[src/rtl/qpc_pkg.sv]
package qpc_pkg;
  localparam int unsigned ADDR_W  = 6;
  localparam int unsigned DATA_W  = 32;
  localparam int unsigned CTL_W   = 16;
  localparam int unsigned SYNC_N  = 2;

  typedef enum logic [1:0] {
    SRC_QUAD = 2'd0,
    SRC_DIR  = 2'd1,
    SRC_UP   = 2'd2,
    SRC_DOWN = 2'd3
  } src_e;

  localparam logic [ADDR_W-1:0] OFF_POS = 6'h00;
  localparam logic [ADDR_W-1:0] OFF_MAX = 6'h08;
  localparam logic [ADDR_W-1:0] OFF_DEC = 6'h28;
  localparam logic [ADDR_W-1:0] OFF_CTL = 6'h2A;

  localparam int unsigned SRC_MSB  = 15;
  localparam int unsigned SRC_LSB  = 14;
  localparam int unsigned DUAL_BIT = 11;
  localparam int unsigned EN_BIT   = 3;
endpackage

[src/rtl/qpc_sync.sv]
module qpc_sync #(
  parameter int unsigned WIDTH  = 2,
  parameter int unsigned STAGES = 2
) (
  input  logic             clk_i,
  input  logic             rst_ni,
  input  logic [WIDTH-1:0] d_i,
  output logic [WIDTH-1:0] q_o
);
  for (genvar g = 0; g < WIDTH; g++) begin : g_bit
    logic [STAGES-1:0] chain_q;
    always_ff @(posedge clk_i or negedge rst_ni) begin
      if (!rst_ni) chain_q <= '0;
      else         chain_q <= {chain_q[STAGES-2:0], d_i[g]};
    end
    assign q_o[g] = chain_q[STAGES-1];
  end
endmodule

[src/rtl/qpc_step_decode.sv]
module qpc_step_decode
  import qpc_pkg::*;
(
  input  logic clk_i,
  input  logic rst_ni,
  input  logic a_i,
  input  logic b_i,
  input  src_e src_i,
  input  logic dual_i,
  output logic a_prev_o,
  output logic b_prev_o,
  output logic up_o,
  output logic dn_o
);
  logic a_q, b_q;

  always_ff @(posedge clk_i or negedge rst_ni) begin
    if (!rst_ni) begin
      a_q <= 1'b0;
      b_q <= 1'b0;
    end else begin
      a_q <= a_i;
      b_q <= b_i;
    end
  end

  logic a_rise, a_fall, single, fwd, a_edge;
  assign a_rise = a_i & ~a_q;
  assign a_fall = ~a_i & a_q;
  assign single = (a_i ^ a_q) ^ (b_i ^ b_q);
  // forward Gray order on {A,B}: old A differs from new B
  assign fwd    = a_q ^ b_i;
  assign a_edge = a_rise | (dual_i & a_fall);

  always_comb begin
    up_o = 1'b0;
    dn_o = 1'b0;
    unique case (src_i)
      SRC_QUAD: begin
        up_o = single & fwd;
        dn_o = single & ~fwd;
      end
      SRC_DIR: begin
        up_o = a_rise & b_i;
        dn_o = a_rise & ~b_i;
      end
      SRC_UP:   up_o = a_edge;
      SRC_DOWN: dn_o = a_edge;
      default: ;
    endcase
  end

  assign a_prev_o = a_q;
  assign b_prev_o = b_q;
endmodule

[src/rtl/qpc_pos_reg.sv]
module qpc_pos_reg #(
  parameter int unsigned WIDTH = 32
) (
  input  logic             clk_i,
  input  logic             rst_ni,
  input  logic             en_i,
  input  logic             up_i,
  input  logic             dn_i,
  input  logic             wr_i,
  input  logic [WIDTH-1:0] wdata_i,
  input  logic [WIDTH-1:0] max_i,
  output logic [WIDTH-1:0] pos_o
);
  logic [WIDTH-1:0] pos_q;
  logic             wr_ok;

  assign wr_ok = wr_i && (wdata_i <= max_i);

  always_ff @(posedge clk_i or negedge rst_ni) begin
    if (!rst_ni) begin
      pos_q <= '0;
    end else if (wr_ok) begin
      pos_q <= wdata_i;
    end else if (en_i && up_i) begin
      pos_q <= (pos_q >= max_i) ? '0 : pos_q + 1'b1;
    end else if (en_i && dn_i) begin
      pos_q <= (pos_q == '0) ? max_i : pos_q - 1'b1;
    end
  end

  assign pos_o = pos_q;
endmodule

[src/rtl/qpc_counter.sv]
module qpc_counter
  import qpc_pkg::*;
#(
  parameter logic [DATA_W-1:0] MAX_RST = '1
) (
  input  logic              clk_i,
  input  logic              rst_ni,
  input  logic              enc_a_i,
  input  logic              enc_b_i,
  input  logic [ADDR_W-1:0] reg_addr_i,
  input  logic [DATA_W-1:0] reg_wdata_i,
  input  logic              reg_we_i,
  output logic [DATA_W-1:0] reg_rdata_o
);
  logic [DATA_W-1:0] pos_max_q, pos;
  logic [CTL_W-1:0]  dec_ctl_q, gen_ctl_q;
  logic [1:0]        enc_sync;
  logic              a_prev, b_prev, step_up, step_dn, cnt_en;
  src_e              src_sel;

  always_ff @(posedge clk_i or negedge rst_ni) begin
    if (!rst_ni) begin
      pos_max_q <= MAX_RST;
      dec_ctl_q <= '0;
      gen_ctl_q <= '0;
    end else if (reg_we_i) begin
      if (reg_addr_i == OFF_MAX) pos_max_q <= reg_wdata_i;
      if (reg_addr_i == OFF_DEC) dec_ctl_q <= reg_wdata_i[CTL_W-1:0];
      if (reg_addr_i == OFF_CTL) gen_ctl_q <= reg_wdata_i[CTL_W-1:0];
    end
  end

  assign src_sel = src_e'(dec_ctl_q[SRC_MSB:SRC_LSB]);
  assign cnt_en  = gen_ctl_q[EN_BIT];

  qpc_sync #(.WIDTH(2), .STAGES(SYNC_N)) i_sync (
    .clk_i  (clk_i),
    .rst_ni (rst_ni),
    .d_i    ({enc_b_i, enc_a_i}),
    .q_o    (enc_sync)
  );

  qpc_step_decode i_decode (
    .clk_i    (clk_i),
    .rst_ni   (rst_ni),
    .a_i      (enc_sync[0]),
    .b_i      (enc_sync[1]),
    .src_i    (src_sel),
    .dual_i   (dec_ctl_q[DUAL_BIT]),
    .a_prev_o (a_prev),
    .b_prev_o (b_prev),
    .up_o     (step_up),
    .dn_o     (step_dn)
  );

  qpc_pos_reg #(.WIDTH(DATA_W)) i_pos (
    .clk_i   (clk_i),
    .rst_ni  (rst_ni),
    .en_i    (cnt_en),
    .up_i    (step_up),
    .dn_i    (step_dn),
    .wr_i    (reg_we_i && (reg_addr_i == OFF_POS)),
    .wdata_i (reg_wdata_i),
    .max_i   (pos_max_q),
    .pos_o   (pos)
  );

  always_comb begin
    case (reg_addr_i)
      OFF_POS: reg_rdata_o = pos;
      OFF_MAX: reg_rdata_o = pos_max_q;
      OFF_DEC: reg_rdata_o = {{(DATA_W-CTL_W){1'b0}}, dec_ctl_q};
      OFF_CTL: reg_rdata_o = {{(DATA_W-CTL_W){1'b0}}, gen_ctl_q};
      default: reg_rdata_o = '0;
    endcase
  end
endmodule

[config.mk]
export PLATFORM = sky130hd
export DESIGN_NAME = qpc_counter
export DESIGN_NICKNAME = d
export VERILOG_FILES = /design/src/rtl/qpc_pkg.sv /design/src/rtl/qpc_sync.sv /design/src/rtl/qpc_step_decode.sv /design/src/rtl/qpc_pos_reg.sv /design/src/rtl/qpc_counter.sv
export SDC_FILE = /design/constraint.sdc
export NUM_CORES = 1
export LEC_CHECK = 0
export ABC_AREA = 1
export BUFFER_PORTS_ARGS = -buffer_cell sky130_fd_sc_hd__buf_2
export CORE_MARGIN = 1.5
export CORE_UTILIZATION = 25
export DETAILED_ROUTE_END_ITERATION = 16
export GPL_ROUTABILITY_DRIVEN = 0
export HOLD_SLACK_MARGIN = 0.06
export MAX_ROUTING_LAYER = met4
export SKIP_CTS_REPAIR_TIMING = 1
export SYNTH_ARGS = -nofsm -noshare
export SYNTH_HDL_FRONTEND = slang
export SYNTH_HIERARCHICAL = 1
export SYNTH_SLANG_ARGS = --single-unit
[constraint.sdc]
create_clock -name clk_i -period 2.3 [get_ports clk_i]
set_input_delay 0.46 -clock clk_i [delete_from_list [all_inputs] [get_ports clk_i]]
set_output_delay 0.46 -clock clk_i [all_outputs]
set_load 0.01 [all_outputs]
==> summary.txt, run 1 <==
GRT
  – Initial antenna violation count: 0
  – Overall global routing resource usage: 17.6%
  – Total gr overflow: 0
  – Largest net degree at the start of global routing: 61
  – Vias in the first global route: 10500
  – Global-route wire length before repair: 55.5 mm

Clock network
  – Clk Latency, worst-skew pair: 0.37 ns
  – Reg clk slew, reported paths: 0.08 ns
  – CTS tree: built
  – TritonCTS Buffers: 9
  – CTS Buffer Depth: 2
  – CTS Root Cell: clkbuf_16
  – CTS H-Tree Depth: 3
  – CTS sink cnt: 102

Finish
  – Layout cells sized above 1: 24.6%
  – Layout area overhead: 31.6%
  – Final nets: 1900
  – # diodes: 0

Synth
  – Syn Nets: 1701
  – Synth warn: 6
  – Post-Syn Area: 9790 µm²
  – Yosys reg bits: 102
  – Mean area per synthesized cell: 6.16 µm²
  – Yosys cell types: 35
  – Post-synthesis sequential area ratio: 26.5%
  – Post-synthesis async set-or-reset flop share: 100%
  – Cells after Synth: 1589
  – Post-synth EDFFs: 0
  – Post-synth top flop: dfrtp_1

Flow run
  – Max cap viols: 0

Drt
  – DR DRC count: 0
  – Post-Route WL: 36.6 mm
  – Via Count: 11100
  – Per-cell routed wire length: 15.9 µm
  – Vias/cell: 4.81
  – Drt pass-1 iters: 6
  – Initial DRC count: 1093
  – Antenna Nets Post-Route: 0

STA
  – RSZ-0062 raised after global routing: true
  – Fin crit share: 108%
  – Tightest Pin Transition: 0.435 ns
  – Final setup violation count: 32
  – Worst setup margin: -0.174 ns
  – Slew Limit Fails: 0
  – Fin crit period: 2.47 ns
  – Final hold vios: 0
  – Worst Clk Skew: 0.0154 ns
  – Max Freq: 0.404 GHz
  – Max transition margin: 70.9%
  – Setup_tns: -4.05 ns

Run status
  – Outcome: complete, but fails checks
  – Failing checks: negative setup slack

Critical path
  – Maximum fanout along the worst path: 8
  – Worst Setup Start Kind: flip-flop
  – Critical Path AT: 2.73 ns
  – Critical Path End Type: flip-flop
  – Kind of critical path: reg2reg
  – WP data required: 2.55 ns

Min path
  – Hold Path Class: in2reg

Power and ir drop
  – Peak supply drop: 0.451 mV
  – Leakage power: 0.00637 µW
  – PwrDens: 919 nW/µm²

Die
  – Chip width: 201 µm
  – Initial core utilization: 25.3%
  – # rows: 72
  – Die Span Y: 201 µm
  – Ports: 75
  – Core Footprint: 38600 µm²
  – Die footprint: 40300 µm²

Place
  – Dpl hpwl: 27.0 mm
  – Port bufs: 74
  – Worst slack, placed: -0.348 ns
## synth_stat cells, drive strengths merged, types with 4 or more instances
| cell type | count | area share, % |
|---|---|---|
| nand3 | 218 | 11 |
| buf | 53 | 3.7 |
| dfstp | 32 | 8.6 |
| nand3b | 5 | 0.38 |
| dfrtp | 70 | 18 |
| nand4 | 12 | 0.77 |
| o21ai | 93 | 4.9 |
| inv | 194 | 7.4 |
| clkbuf | 23 | 0.88 |
| a21oi | 54 | 2.8 |
| nand2 | 512 | 20 |
| nor2 | 218 | 9.4 |
| xnor2 | 4 | 0.36 |
| xor2 | 20 | 1.8 |
| ha | 69 | 8.8 |
## critical path, cell delays in order, from the launching register on
cell	delay, ns
dfstp_2	0.54
inv_1	0.05
ha_1	0.31
nand2_1	0.09
inv_1	0.10
nand4_1	0.13
nor3b_2	0.30
nand2_1	0.10
nand2_2	0.10
nand2_4	0.07
nand2_8	0.17
buf_12	0.17
nand2_8	0.10
nand2_2	0.08
nand2_1	0.05
## kinds of logic (layout without fill, tap and decap cells)
| kind of cell | after synthesis | in the layout | synth area share [%] |
|---|---|---|---|
| AO/OA/AOI/OAI | 154 | 154 | 8.21 |
| XOR/XNOR | 24 | 24 | 2.15 |
| adder cells (fa/ha/maj) | 69 | 69 | 8.82 |
| buffers and inverters | 271 | 475 | 12.1 |
| flip-flops | 102 | 102 | 26.5 |
| AND/OR/NAND/NOR | 969 | 969 | 42.2 |
## cell usage in the layout, fill, tap and decap left out, drive strengths merged, types with 4 or more instances in the layout
| cell | n |
|---|---|
| nand3b | 5 |
| nand3 | 218 |
| a21oi | 54 |
| dfrtp | 70 |
| nand4 | 12 |
| buf | 254 |
| inv | 198 |
| ha | 69 |
| nand2 | 512 |
| xor2 | 20 |
| dfstp | 32 |
| clkbuf | 18 |
| o21ai | 93 |
| xnor2 | 4 |
| nor2 | 218 |
## final timing paths
| kind | startpoint | to | slack (ns) | depth (start not counted) |
|---|---|---|---|---|
| hold / removal | enc_a_i | i_sync/g_bit[0].chain_q[0] | 0.19 | 1 |
| min in group asynchronous | rst_ni | dec_ctl_q[10] | 0.49 | 2 |
| setup / recovery | pos_max_q[19] | i_pos/pos_o[25] | -0.17 | 14 |
| max in group asynchronous | rst_ni | pos_max_q[20] | 1.13 | 3 |
| hold reg to reg | i_sync/g_bit[0].chain_q[0] | i_sync/g_bit[0].chain_q[1] | 0.35 | 0 |
| setup reg to reg | pos_max_q[19] | i_pos/pos_o[25] | -0.17 | 14 |
## stage by stage
stage	cell area [µm²]	instances	hold slack, ns	power [µW]	util, %
after floorplan	9790	1589	0.164	6540	-
after global placement	11800	2282	0.333	8730	30.6
after detailed placement	11800	2282	0.336	8810	30.6
after CTS	12200	2298	-0.0699	10600	31.4
after global routing	12900	2311	0.175	12700	33.3
final	12900	2311	0.190	11800	33.3
## sequential cells by signal (all words and copies together) (netlist names)
register and count:
gen_ctl_q 16, i_decode/b_prev_o 1, dec_ctl_q 16, i_decode/a_prev_o 1
i_pos/pos_o 32, pos_max_q 32, i_sync/g_bit.chain_q 4
## layout make-up
class / instances / area [µm²]
fill: 4152 / 25800
multi-input combinational: 1216 / 6420
tap: 518 / 648
timing repair buffer: 264 / 2150
inverter: 195 / 739
clock inverter: 7 / 100
sequential: 102 / 2590
clock buffer: 9 / 225
## where the power goes
| part | total [µW] | switching, µW | internal [µW] |
|---|---|---|---|
| sequential | 2680 | 477 | 2200 |
| combinational | 7440 | 4510 | 2920 |
| clock | 1720 | 834 | 882 |
## per-layer routing
| layer | up-vias | global-route usage [%] | routed length [µm] |
|---|---|---|---|
| li1 | 5427 | - | - |
| met4 | 0 | 5.88 | 1010 |
| met2 | 436 | 28.6 | 17400 |
| met1 | 5180 | 22.8 | 16000 |
| met5 | - | - | 0 |
| met3 | 63 | 1.66 | 2310 |
Power figures use the tool's default switching activity.
==> run 2: changes to the inputs <==
CORE_UTILIZATION = 50   (was 25)
PLACE_DENSITY = 0.68   (was not set)
==> run 2 against run 1 <==
Effect of this change:
- the flow still finishes with violations (negative setup slack)
- worst setup slack improved by 0.065 ns
- maximum frequency increased by 2.7%
- global-route usage increased by 16 points
- utilization increased by 30 points
- sequential share of layout area increased by 1.6 points
- sequential power increased by 1%
==> summary.txt, run 2 (synthesized netlist as in run 1, its figures left out) <==
Drt
  – Per-cell routed wire length: 16.8 µm (+6.1%)
  – Vias/cell: 5.52 (+15%)
  – Via Count: 11000 (-0.78%)
  – DR DRC count: 0 (unchanged)
  – Initial DRC count: 1278 (+17%)
  – Antenna Nets Post-Route: 0 (unchanged)
  – Drt pass-1 iters: 6 (unchanged)
  – Post-Route WL: 33.6 mm (-8.3%)

Place
  – Dpl hpwl: 25.1 mm (-7.1%)
  – Worst slack, placed: -0.223 ns (+0.124 ns)
  – Port bufs: 74 (unchanged)
  – Placed cells: 1967 (-14%)

Power and ir drop
  – PwrDens: 887 nW/µm² (-3.4%)
  – Leakage power: 0.00603 µW (-5.2%)
  – Peak supply drop: 0.567 mV (+26%)

Flow run
  – Max cap viols: 0 (unchanged)

STA
  – Worst setup margin: -0.109 ns (+0.0646 ns)
  – Slew Limit Fails: 0 (unchanged)
  – Max Freq: 0.415 GHz (+2.7%)
  – Worst Clk Skew: 0.0191 ns (+0.00372 ns)
  – Tightest Pin Transition: 0.676 ns (+0.241 ns)
  – Fin crit share: 105% (-2.8 points)
  – Final setup violation count: 32 (unchanged)
  – Worst hold slack: 0.198 ns (+0.00739 ns)
  – RSZ-0062 raised after global routing: true
  – Fin crit period: 2.41 ns (-0.0646 ns)
  – Setup_tns: -1.87 ns (+2.18 ns)
  – Final hold vios: 0 (unchanged)
  – Max transition margin: 54.7% (-16 points)

Critical path
  – Reg2Reg Depth: 15 (+1)
  – Kind of critical path: reg2reg
  – WP data required: 2.55 ns (about the same)
  – Critical Path End Type: flip-flop
  – Critical Path AT: 2.66 ns (-0.07 ns)
  – Maximum fanout along the worst path: 17 (+9)
  – Worst Setup Start Kind: flip-flop

Clock network
  – CTS H-Tree Depth: 3 (unchanged)
  – Reg clk slew, reported paths: 0.09 ns (about the same)
  – CTS tree: built
  – CTS Root Cell: clkbuf_16
  – CTS sink cnt: 102 (unchanged)
  – Clk Latency, worst-skew pair: 0.37 ns (about the same)
  – TritonCTS Buffers: 9 (unchanged)
  – CTS Buffer Depth: 2 (unchanged)

Finish
  – Most frequent cells in the layout: 484 x nand2_1, 209 x nand3_1, 189 x nor2_1, 182 x inv_1, 109 x buf_4
  – Final nets: 1843 (-3.0%)
  – Layout area overhead: 21.8%
  – # diodes: 0 (unchanged)
  – Layout cells sized above 1: 20.3% (-4.3 points)
  – Util after Layout: 62.9% (+30 points)
  – Most common cell after layout, fill and taps aside: nand2_1
  – Final Instance Count excl. Fillers: 1996 (-14%)

GRT
  – Initial antenna violation count: 0 (unchanged)
  – Total gr overflow: 0 (unchanged)
  – Largest net degree at the start of global routing: 57 (-6.6%)
  – Vias in the first global route: 9824 (-6.8%)
  – Overall global routing resource usage: 33.1% (+16 points)
  – Global-route wire length before repair: 51.1 mm (-7.9%)

Die
  – Chip width: 143 µm (-29%)
  – # rows: 50 (-31%)
  – Core Footprint: 19000 µm² (-51%)
  – Ports: 75 (unchanged)
  – Initial core utilization: 51.6% (+26 points)
  – Die Span Y: 143 µm (-29%)
  – Die footprint: 20400 µm² (-49%)

Min path
  – Worst hold path cell count: 1 (unchanged)
  – Hold Path Class: in2reg

Run status
  – Outcome: complete, but fails checks
  – Failing checks: negative setup slack
run 2: cell count changes in the layout (fill, tap and decap cells not counted), sizes merged:
| cell | before | now |
|---|---|---|
| clkbuf | 18 | 17 |
| clkinvlp | 0 | 2 |
| buf | 254 | 198 |
| inv | 198 | 197 |
| nand2 | 512 | 513 |
| clkinv | 3 | 1 |
run 2: metal layers:
layer | vias up | track usage (%) | wire length, µm
li1 | 5305 | - | -
met1 | 5085 | 48.4 | 14900
met2 | 570 | 46.9 | 14200
met3 | 59 | 6.98 | 3740
met4 | 0 | 6.89 | 745
met5 | - | - | 0
run 2: cell type report:
| cell class | instances | area (µm²) |
|---|---|---|
| Timing Repair Buffer | 206 | 1660 |
| Tap cell | 260 | 325 |
| Sequential cell | 102 | 2590 |
| Multi-Input combinational cell | 1217 | 6290 |
| Inverter | 195 | 743 |
| Clock buffer | 10 | 229 |
| Clock inverter | 6 | 77.6 |
| Fill cell | 1780 | 7040 |
run 2: report_power, final:
part	switching (µW)	internal, µW
Combinational	3960	2260
Sequential	519	2210
Clock	761	867
run 2: worst max-delay path: stages, from the launching register on:
cell,delay [ns]
dfstp_2,0.53
inv_1,0.05
buf_4,0.15
ha_1,0.30
nand2_1,0.08
nor2_2,0.11
nand2_1,0.07
nor2_2,0.12
nor2_1,0.06
nand2_1,0.11
nand2_2,0.10
buf_8,0.17
nand3_1,0.14
nand2_1,0.11
nand3_1,0.11
nand3_1,0.07
run 2: final timing paths:
check | startpoint | endpoint | slack [ns]
max | pos_max_q[5] | i_pos/pos_o[7] | -0.11
min | enc_a_i | i_sync/g_bit[0].chain_q[0] | 0.20
max reg2reg | pos_max_q[5] | i_pos/pos_o[7] | -0.11
min reg2reg | i_sync/g_bit[0].chain_q[0] | i_sync/g_bit[0].chain_q[1] | 0.36
max in group asynchronous | rst_ni | pos_max_q[10] | 1.05
min in group asynchronous | rst_ni | gen_ctl_q[6] | 0.52
run 2: stage by stage:
| stage | power (µW) | instance area (µm²) |
|---|---|---|
| 2_1_floorplan | 6540 | 9790 |
| 3_3_place_gp | 8410 | 11100 |
| 3_5_place_dp | 8500 | 11100 |
| 4_1_cts | 10200 | 11400 |
| 5_1_grt | 11300 | 11900 |
| 6_report | 10600 | 11900 |
==> run 3: changes to the inputs <==
ABC_AREA = 0   (was 1)
PLACE_DENSITY = 0.69   (was 0.68)
==> run 3 against run 2 <==
Effect of this change:
- the run still ends with negative setup slack left
- worst setup slack worse by 0.53 ns
- worst hold slack got worse by 0.15 ns
- routed wire length is 14% lower
- count of clock-buffer cells in the layout unchanged
- sequential power down 7%
- synthesized cell count shrank 42%
- first-iteration DRC count down 39%
- maximum frequency is 18% lower
- cell count down 29%
- flip-flop and latch count stayed put
- critical endpoint is now i_pos/pos_o[27]
- highest routed layer unchanged
==> summary.txt, run 3 <==
Run status
  – Outcome: complete, but fails checks
  – Failing checks: negative setup slack

Finish
  – Util after Layout: 71.9% (+9.1 points)
  – Filler instances: 1207 (-32%)
  – Layout cells sized above 1: 47.2% (+27 points)
  – # diodes: 0 (unchanged)
  – Most common cell after layout, fill and taps aside: buf_4
  – Layout area overhead: 40.8%
  – Most frequent cells in the layout: 230 x buf_4, 74 x buf_2, 70 x dfrtp_1, 65 x nand2_1, 64 x nor2_1
  – Final nets: 1310 (-29%)

Die
  – Core Footprint: 16500 µm² (-13%)
  – Die footprint: 17700 µm² (-13%)
  – Die Span Y: 133 µm (-7.0%)
  – Chip width: 133 µm (-7.0%)
  – # rows: 47 (-6.0%)
  – Ports: 75 (unchanged)
  – Initial core utilization: 51.1% (-0.54 points)

STA
  – Max Freq: 0.340 GHz (-18%)
  – Worst setup margin: -0.637 ns (-0.528 ns)
  – Worst Clk Skew: 0.0131 ns (-0.00595 ns)
  – Slew Limit Fails: 0 (unchanged)
  – Final hold vios: 0 (unchanged)
  – Final setup violation count: 32 (unchanged)
  – RSZ-0062 raised after global routing: true
  – Tightest Pin Transition: 0.476 ns (-0.201 ns)
  – Fin crit period: 2.94 ns (+0.528 ns)
  – Max transition margin: 68.0% (+13 points)
  – Setup_tns: -17.07 ns (-15.20 ns)
  – Fin crit share: 128% (+23 points)

Clock network
  – TritonCTS Buffers: 9 (unchanged)
  – CTS tree: built
  – Reg clk slew, reported paths: 0.08 ns (about the same)
  – CTS sink cnt: 102 (unchanged)
  – CTS H-Tree Depth: 3 (unchanged)
  – CTS Buffer Depth: 2 (unchanged)
  – CTS Root Cell: clkbuf_16
  – Clk Latency, worst-skew pair: 0.37 ns (about the same)

Drt
  – Initial DRC count: 781 (-39%)
  – Post-Route WL: 29.0 mm (-14%)
  – Metal3 WL: 2.15 mm (-42%)
  – Vias/cell: 6.12 (+11%)
  – Max layer used: met4
  – Per-cell routed wire length: 20.4 µm (+21%)
  – WL met2: 13.7 mm (-3.3%)
  – Drt pass-1 iters: 8 (+2)
  – DRT met1 WL: 12.3 mm (-18%)
  – Antenna Nets Post-Route: 0 (unchanged)
  – DR DRC count: 0 (unchanged)
  – Via Count: 8702 (-21%)

Synth
  – Yosys cell types: 80 (+130%)
  – Largest family of logic cells by synthesized area: simple AND/OR/NAND/NOR gates
  – Post-synthesis async set-or-reset flop share: 100% (unchanged)
  – Post-synth top cells: 84 x nor2_1, 70 x dfrtp_1, 69 x ha_1
  – Post-synthesis sequential area ratio: 30.7% (+4.2 points)
  – Post-synth top flop: dfrtp_1
  – Mean area per synthesized cell: 9.18 µm² (+49%)
  – Most frequent cell after synthesis: nor2_1
  – XOR/XNOR share of the synthesized area: 2.76% (+0.61 points)
  – Yosys reg bits: 102 (unchanged)
  – Synth area leader: dfrtp_1
  – Post-Syn Area: 8440 µm² (-14%)
  – Synth top area cells: dfrtp_1 21%, ha_1 10%, dfstp_2 10%
  – Synth warn: 6 (unchanged)
  – Post-synthesis compound-gate area fraction: 16.8% (+8.6 points)
  – Post-synth EDFFs: 0 (unchanged)
  – Post-Synth Adder-Cell Area: 10.2% (+1.4 points)
  – Area share of the largest cell type after synthesis: 20.7% (+1.6 points)
  – Syn Nets: 1032 (-39%)
  – Cells after Synth: 920 (-42%)
  – Mux contribution to synthesized area: 15.4% (+15 points)
  – Simple-gate portion of the synthesized area: 17.6% (-25 points)

Power and ir drop
  – Peak supply drop: 0.473 mV (-17%)
  – PwrDens: 782 nW/µm² (-12%)
  – Leakage power: 0.00534 µW (-11%)

Critical path
  – Kind of critical path: reg2reg
  – Maximum fanout along the worst path: 5 (-12)
  – Worst Setup Start Kind: flip-flop
  – Critical Path AT: 3.23 ns (+0.57 ns)
  – WP data required: 2.59 ns (+0.04 ns)
  – Critical Path End Type: flip-flop

Place
  – Dpl hpwl: 20.3 mm (-19%)
  – Port bufs: 74 (unchanged)

GRT
  – Initial antenna violation count: 0 (unchanged)
  – Largest net degree at the start of global routing: 47 (-18%)
  – Overall global routing resource usage: 31.7% (-1.4 points)
  – Global-route wire length before repair: 42.9 mm (-16%)
  – Vias in the first global route: 8213 (-16%)
  – Total gr overflow: 0 (unchanged)

Flow run
  – Max cap viols: 0 (unchanged)

Min path
  – Hold Path Class: in2async
-- run 3: changes by cell type in the layout (fill, tap and decap cells not counted), moves of 19 or more --
cell / previous run / this run
mux2i_1: 0 / 48
inv_1: 182 / 31
buf_4: 109 / 230
nand3_1: 209 / 21
mux2_2: 0 / 42
nand2_1: 484 / 65
xor2_1: 20 / 1
xnor2_1: 4 / 23
nand2_2: 22 / 1
mux2_4: 0 / 21
o21ai_0: 76 / 20
nor2_1: 189 / 64
-- run 3: cells by family (layout without fill, tap and decap cells) --
group,count (synthesis),count (layout)
AND/OR/NAND/NOR,283,283
AO/OA/AOI/OAI,216,217
multiplexers,114,114
buffers and inverters,111,392
flip-flops,102,102
adder cells (fa/ha/maj),69,69
XOR/XNOR,25,25
-- run 3: critical path: stages, from the launching register on --
cell,delay (ns)
dfrtp_1,0.43
ha_4,0.26
xnor3_1,0.24
nand3_2,0.10
a32oi_2,0.30
nand2_2,0.14
a2111oi_4,0.29
o21ai_2,0.12
or2_4,0.30
buf_6,0.14
buf_12,0.13
buf_6,0.11
a21oi_2,0.12
a21oi_1,0.06
a31oi_1,0.13
-- run 3: metal layers --
metal,global-route usage [%],vias up
met2,50.3,425
met1,41.2,4235
met5,-,-
met4,11.8,0
met3,4.56,79
li1,-,3963
-- run 3: through the flow --
step           std cells  power (µW)  setup WS [ns]  instance area, µm²  hold WS [ns]
3_3_place_gp        1391        7010         -0.686               10900         0.345
3_5_place_dp        1391        7140         -0.730               10900         0.350
4_1_cts             1406        8810         -0.761               11200        0.0618
2_1_floorplan        920        5260         -0.356                8750         0.164
6_report            1422        9290         -0.637               11900        0.0493
5_1_grt             1422        9790         -0.739               11900        0.0798
-- run 3: report_power, final --
part           internal [µW]  switching, µW
combinational           2430           2680
clock                    881            763
sequential              2240            290
-- run 3: worst paths after layout --
path / cells after the start / from / endpoint / slack (ns)
worst max-delay path: 14 / i_decode/a_prev_o / i_pos/pos_o[27] / -0.64
worst min-delay path: 1 / rst_ni / gen_ctl_q[12] / 0.05
worst max register to register: 14 / i_decode/a_prev_o / i_pos/pos_o[27] / -0.64
worst min register to register: 0 / i_sync/g_bit[1].chain_q[0] / i_sync/g_bit[1].chain_q[1] / 0.37
max in group asynchronous: 2 / rst_ni / pos_max_q[22] / 1.47
min in group clk_i: 1 / enc_b_i / i_sync/g_bit[1].chain_q[0] / 0.20
-- run 3: final cells by class --
| type | count | area, µm² | share of cell area, % |
|---|---|---|---|
| Timing Repair Buffer | 331 | 2530 | 21.3 |
| Sequential cell | 102 | 2590 | 21.8 |
| Clock buffer | 10 | 239 | 2.01 |
| Tap cell | 220 | 275 | 2.32 |
| Inverter | 46 | 173 | 1.45 |
| Clock inverter | 5 | 63.8 | 0.537 |
| Multi-Input combinational cell | 708 | 6010 | 50.6 |
